### src/rtl/irqc_pkg.sv
package irqc_pkg;

  localparam int unsigned IRQC_NUM_SRC = 11;
  localparam int unsigned IRQC_DATA_W  = 32;
  localparam int unsigned IRQC_OFF_W   = 8;

  localparam int unsigned IRQC_OFF_PEND = 0;
  localparam int unsigned IRQC_OFF_ENAB = 4;

  // Bit position of every source in the pending and enable registers.
  typedef enum int unsigned {
    SRC_VBLANK  = 0,
    SRC_GFX     = 1,
    SRC_OPTICAL = 2,
    SRC_DMA     = 3,
    SRC_TIMER0  = 4,
    SRC_TIMER1  = 5,
    SRC_TIMER2  = 6,
    SRC_CTRLPAD = 7,
    SRC_SERIAL  = 8,
    SRC_SOUND   = 9,
    SRC_SPARE   = 10
  } irqc_src_e;

  typedef enum logic [1:0] {
    SEL_PEND = 2'd0,
    SEL_ENAB = 2'd1,
    SEL_NONE = 2'd2
  } irqc_sel_e;

endpackage

### src/rtl/irqc_decode.sv
module irqc_decode
  import irqc_pkg::*;
#(
  parameter int unsigned OFF_W = IRQC_OFF_W
) (
  input  logic [OFF_W-1:0] offset_i,
  output irqc_sel_e        sel_o
);

  localparam logic [OFF_W-1:0] PendOff = OFF_W'(IRQC_OFF_PEND);
  localparam logic [OFF_W-1:0] EnabOff = OFF_W'(IRQC_OFF_ENAB);

  always_comb begin
    if (offset_i == PendOff)      sel_o = SEL_PEND;
    else if (offset_i == EnabOff) sel_o = SEL_ENAB;
    else                          sel_o = SEL_NONE;
  end

endmodule

### src/rtl/irqc_edge.sv
module irqc_edge #(
  parameter int unsigned NUM_SRC = 11
) (
  input  logic               clk_i,
  input  logic               rst_i,
  input  logic [NUM_SRC-1:0] line_i,
  output logic [NUM_SRC-1:0] prev_o,
  output logic [NUM_SRC-1:0] rise_o
);

  logic [NUM_SRC-1:0] prev_q;

  for (genvar g = 0; g < NUM_SRC; g++) begin : g_line
    always_ff @(posedge clk_i) begin
      if (rst_i) prev_q[g] <= 1'b0;
      else       prev_q[g] <= line_i[g];
    end
    assign rise_o[g] = line_i[g] & ~prev_q[g];
  end

  assign prev_o = prev_q;

endmodule

### src/rtl/irqc_regs.sv
module irqc_regs
  import irqc_pkg::*;
#(
  parameter int unsigned NUM_SRC = 11,
  parameter int unsigned DATA_W  = 32
) (
  input  logic               clk_i,
  input  logic               rst_i,
  input  logic [NUM_SRC-1:0] rise_i,
  input  logic               wr_en_i,
  input  logic               rd_en_i,
  input  irqc_sel_e          sel_i,
  input  logic [DATA_W-1:0]  wdata_i,
  output logic [NUM_SRC-1:0] pend_o,
  output logic [NUM_SRC-1:0] enab_o,
  output logic [DATA_W-1:0]  rdata_o,
  output logic               rvalid_o
);

  localparam int unsigned PadW = DATA_W - NUM_SRC;

  logic [NUM_SRC-1:0] pend_q, pend_d;
  logic [NUM_SRC-1:0] enab_q, enab_d;
  logic [NUM_SRC-1:0] wbits;
  logic [DATA_W-1:0]  rmux;

  assign wbits = wdata_i[NUM_SRC-1:0];

  // Acknowledge first, then OR in new edges so an edge is never lost.
  always_comb begin
    pend_d = pend_q;
    if (wr_en_i && sel_i == SEL_PEND) pend_d = pend_q & wbits;
    pend_d = pend_d | rise_i;
  end

  always_comb begin
    enab_d = enab_q;
    if (wr_en_i && sel_i == SEL_ENAB) enab_d = wbits;
  end

  always_comb begin
    case (sel_i)
      SEL_PEND: rmux = {{PadW{1'b0}}, pend_q};
      SEL_ENAB: rmux = {{PadW{1'b0}}, enab_q};
      default:  rmux = {DATA_W{1'b1}};
    endcase
  end

  always_ff @(posedge clk_i) begin
    if (rst_i) begin
      pend_q   <= '0;
      enab_q   <= '0;
      rdata_o  <= '0;
      rvalid_o <= 1'b0;
    end else begin
      pend_q   <= pend_d;
      enab_q   <= enab_d;
      rvalid_o <= rd_en_i;
      if (rd_en_i) rdata_o <= rmux;
    end
  end

  assign pend_o = pend_q;
  assign enab_o = enab_q;

endmodule

### src/rtl/irqc_req.sv
module irqc_req #(
  parameter int unsigned NUM_SRC = 11
) (
  input  logic               clk_i,
  input  logic               rst_i,
  input  logic [NUM_SRC-1:0] pend_i,
  input  logic [NUM_SRC-1:0] enab_i,
  output logic               irq_o
);

  logic hit;

  assign hit = |(pend_i & enab_i);

  always_ff @(posedge clk_i) begin
    if (rst_i) irq_o <= 1'b0;
    else       irq_o <= hit;
  end

endmodule

### src/rtl/irqc_top.sv
module irqc_top
  import irqc_pkg::*;
#(
  parameter int unsigned NUM_SRC = IRQC_NUM_SRC,
  parameter int unsigned DATA_W  = IRQC_DATA_W,
  parameter int unsigned OFF_W   = IRQC_OFF_W
) (
  input  logic               clk_i,
  input  logic               rst_i,
  input  logic [NUM_SRC-1:0] line_i,
  input  logic               wr_en_i,
  input  logic               rd_en_i,
  input  logic [OFF_W-1:0]   offset_i,
  input  logic [DATA_W-1:0]  wdata_i,
  output logic [DATA_W-1:0]  rdata_o,
  output logic               rvalid_o,
  output logic               irq_o
);

  irqc_sel_e          sel;
  logic [NUM_SRC-1:0] prev_q;
  logic [NUM_SRC-1:0] rise;
  logic [NUM_SRC-1:0] pend_q;
  logic [NUM_SRC-1:0] enab_q;

  irqc_decode #(.OFF_W(OFF_W)) u_decode (
    .offset_i (offset_i),
    .sel_o    (sel)
  );

  irqc_edge #(.NUM_SRC(NUM_SRC)) u_edge (
    .clk_i  (clk_i),
    .rst_i  (rst_i),
    .line_i (line_i),
    .prev_o (prev_q),
    .rise_o (rise)
  );

  irqc_regs #(.NUM_SRC(NUM_SRC), .DATA_W(DATA_W)) u_regs (
    .clk_i    (clk_i),
    .rst_i    (rst_i),
    .rise_i   (rise),
    .wr_en_i  (wr_en_i),
    .rd_en_i  (rd_en_i),
    .sel_i    (sel),
    .wdata_i  (wdata_i),
    .pend_o   (pend_q),
    .enab_o   (enab_q),
    .rdata_o  (rdata_o),
    .rvalid_o (rvalid_o)
  );

  irqc_req #(.NUM_SRC(NUM_SRC)) u_req (
    .clk_i  (clk_i),
    .rst_i  (rst_i),
    .pend_i (pend_q),
    .enab_i (enab_q),
    .irq_o  (irq_o)
  );

endmodule

### config.mk
export PLATFORM = sky130hd
export DESIGN_NAME = irqc_top
export DESIGN_NICKNAME = d
export VERILOG_FILES = /design/src/rtl/irqc_pkg.sv /design/src/rtl/irqc_decode.sv /design/src/rtl/irqc_edge.sv /design/src/rtl/irqc_regs.sv /design/src/rtl/irqc_req.sv /design/src/rtl/irqc_top.sv
export SDC_FILE = /design/constraint.sdc
export NUM_CORES = 1
export LEC_CHECK = 0
export ABC_AREA = 1
export CAP_MARGIN = 20
export CORE_ASPECT_RATIO = 0.8
export CORE_MARGIN = 2
export CORE_UTILIZATION = 41
export CTS_CLUSTER_DIAMETER = 150
export DETAILED_ROUTE_END_ITERATION = 10
export PLACE_DENSITY = 0.8
export SLEW_MARGIN = 20
export SYNTH_ARGS = -nofsm -noshare
export SYNTH_HDL_FRONTEND = slang
export SYNTH_SLANG_ARGS = --single-unit
### constraint.sdc
create_clock -name clk_i -period 1.3 [get_ports clk_i]
set_input_delay 0.26 -clock clk_i [delete_from_list [all_inputs] [get_ports clk_i]]
set_output_delay 0.26 -clock clk_i [all_outputs]
set_load 0.01 [all_outputs]
==> key figures <==
Yosys
  • Ranking of synthesized cells by area: dfxtp_1, nor2_1, nand2_1
  • Warnings from Yosys: 0
  • Post-synth EDFFs: 0
  • Syn Area/Cell: 6.62 um2
  • Yosys cell types: 14
  • Synth area leader: dfxtp_1
  • Syn Nets: 397
  • Async SR Flop Fraction: 0%
  • Synthesized cell area: 0.00226 mm2
  • Most frequent cell after synthesis: nor2_1
  • Most frequent cells after synthesis: nor2_1, nand2_1, inv_1
  • Sequential fraction of the synthesis area: roughly 42%
  • Primary FF master, synth: dfxtp_1
  • Post-synth top area share: 41.6%
  • Yosys reg bits: 47
  • Cells after Synth: 342

Clocking
  • Root buf cell: clkbuf_8
  • Post-cts hold buffer count: 0
  • CTS tree: done
  • H-tree depth: 2
  • Register clock-pin slew on the reported worst setup and hold paths: 0.08 ns
  • Latest clock arrival within the worst-skew pair: 0.30 ns
  • Postcts setup bufs: 0
  • Clock sink count: between 40 and 50
  • Clk buf depth: 2
  • CTS Buf Count: 5

Floorplanning
  • I/O Pins: 89
  • Die area: 0.00613 mm2
  • Chip height: 70.5 um
  • Site Rows: 24
  • Core area: ~0.0054 mm2
  • Initial Util: between 40% and 50%
  • Die W: 87.1 um

Critical path
  • Crit path largest cell delay: between 0.3 and 0.4 ns
  • Worst r2r src: u_regs.enab_o[10]
  • Reg2Reg Depth: 6
  • Crit path kind: flip-flop to output port
  • Critical Path Sink Type: output port
  • Crit path from: u_regs.rdata_o[6]
  • Setup crit start kind: flip-flop
  • Crit-path slowest cell: dfxtp_1
  • Critical Path Sink: rdata_o[6]
  • Critical path cell sequence: dlygate4sd2_1
  • WP data required: roughly 1.0 ns
  • Max FO, Critical Path: 2
  • CP delay by family, top: flip-flops
  • Buffer and inverter count on the worst path: 1
  • R2r setup slk: around 0.43 ns
  • Crit. path cell count: 1
  • Reg-to-reg endpoint: u_req.irq_o
  • Crit path DAT: around 0.94 ns

Timing
  • Setup TNS: 0 ns
  • Worst Max-Slew Pin Slew: 0.264 ns
  • Final hold vios: 0
  • Final setup violation count: 0
  • Worst setup margin: 0.103 ns
  • Layout Skew: 0.00256 ns
  • Unrepaired setup endpoints after global routing: no
  • Final Max Slew Viols: 0
  • Slew headroom: 82.3%
  • Minimum clock period: 1.20 ns
  • Highest Clock Rate: 835 MHz
  • Tcrit/Tclk final: ~92%

Pwr
  • Pwr Density: about 990 mW/mm2
  • Lkg Pwr: 1.53 nW
  • Max rail drop VDD: 0.000457 V

Route
  • Drt pass-1 iters: 4
  • Initial DRC Count: about 160
  • Post-DRT Antenna Nets: 0
  • Via/cell ratio: 4.74
  • WL final: 5.57 mm
  • Routed vias: roughly 2200
  • WL/cell: 12.0 um
  • Post-route DRC: 0

Placement
  • GPL Wtd Cong: 0.794
  • DP Wirelength: 3.53 mm
  • Port Buffers: 67
  • Dpl cells: approximately 450
  • Cell Area, Placed: between 0.002 and 0.003 mm2
  • Dpl ws: -0.334 ns

GRT
  • Grt peak-use layer: met2
  • Antenna violations before repair: 0
  • GR Util met3: approximately 5.7%
  • Met2 Usage GRT: 27.2%
  • First-pass GRT wire length: 8.18 mm
  • Remaining global-route overflow: 0
  • Largest net degree at the start of global routing: 34
  • Met1 Usage GRT: a little over a fifth
  • Gr usage total: between 10% and 20%
  • Vias in the first global route: about 1900

Layout
  • Area growth syn-to-layout: 34.9%
  • Layout Cells excl Fill: 463
  • Layout cell share with drive strength beyond 1: 15.3%
  • Final net count: 452
  • Fin util: between 50% and 60%
  • ANT cells: 0
  • Final Instance Area: slightly above 0.003 mm2

Run
  • Max_cap viols: 0

Hold path
  • Hold_sp: u_edge.prev_o[6]
  • Min-Delay Path Class: flip-flop to flip-flop

Outcome
  • Status: completed
## sequential cells by signal, summed over array words and instances (netlist names)
name	cells
u_req.irq_o	1
u_edge.prev_o	11
u_regs.rvalid_o	1
u_regs.enab_o	11
u_regs.pend_o	11
u_regs.rdata_o	12
## cells by family (layout without fill, tap and decap cells)
kind of cell    Yosys count  in the layout  synth area share [%]
buf+inv                  86            142                  18.6
simple gates            183            183                  33.9
flops                    47             47                  41.6
compound gates           26             26                  5.86
## per-stage QoR
step | power [W] | hold WS (ns)
after global placement | 0.00214 | 0.435
after CTS | 0.00308 | 0.459
final | 0.00303 | 0.460
after detailed placement | 0.00216 | 0.439
after global routing | 0.00318 | 0.473
after floorplan | 0.00188 | 0.343
## final cells by class
cell class	instances	area [um2]
Fill cell	533	2320
Sequential cell	47	942
Multi-Input combinational cell	209	940
Timing Repair Buffer	85	806
Inverter	49	184
Clock buffer	8	100
Tap cell	65	81.3
## worst min path at each step
| stage | to | cells past startpoint | slack, ns |
|---|---|---|---|
| after CTS | u_regs.pend_o[6] | 3 | 0.46 |
| after detailed placement | u_regs.pend_o[6] | 3 | 0.44 |
| after global placement | u_regs.pend_o[4] | 3 | 0.44 |
| after floorplan | u_edge.prev_o[7] | 1 | 0.34 |
| final | u_regs.pend_o[6] | 3 | 0.46 |
| after global routing | u_edge.prev_o[4] | 3 | 0.47 |
## routing by layer
layer | wire length, um | part of all wire (%)
met1 | 2330 | 42
met2 | 2620 | 47
met3 | 520 | 9.3
met4 | 87 | 1.6
met5 | 0 | 0
## where the power goes
group / internal [W] / total, W / switching (W)
combinational: 0.000247 / 0.000511 / 0.000264
sequential: 0.00152 / 0.00156 / 0.0000362
clock: 0.000486 / 0.000964 / 0.000478
## cell usage in the layout, fill, tap and decap left out, drive strengths merged
cell type / instances
clkdlybuf4s50: 25
dfxtp: 47
dlymetal6s2s: 8
a21oi: 13
nand2: 63
buf: 37
inv: 49
nand3: 45
a21boi: 1
nor2: 75
dlygate4sd2: 13
o21ai: 12
clkbuf: 10
## timing repair
action	CTS	global route
gates resized for setup	80	37
gates cloned	0	3
pin swaps	0	18
setup endpoints to repair	38	52
Power figures use the tool's default switching activity.
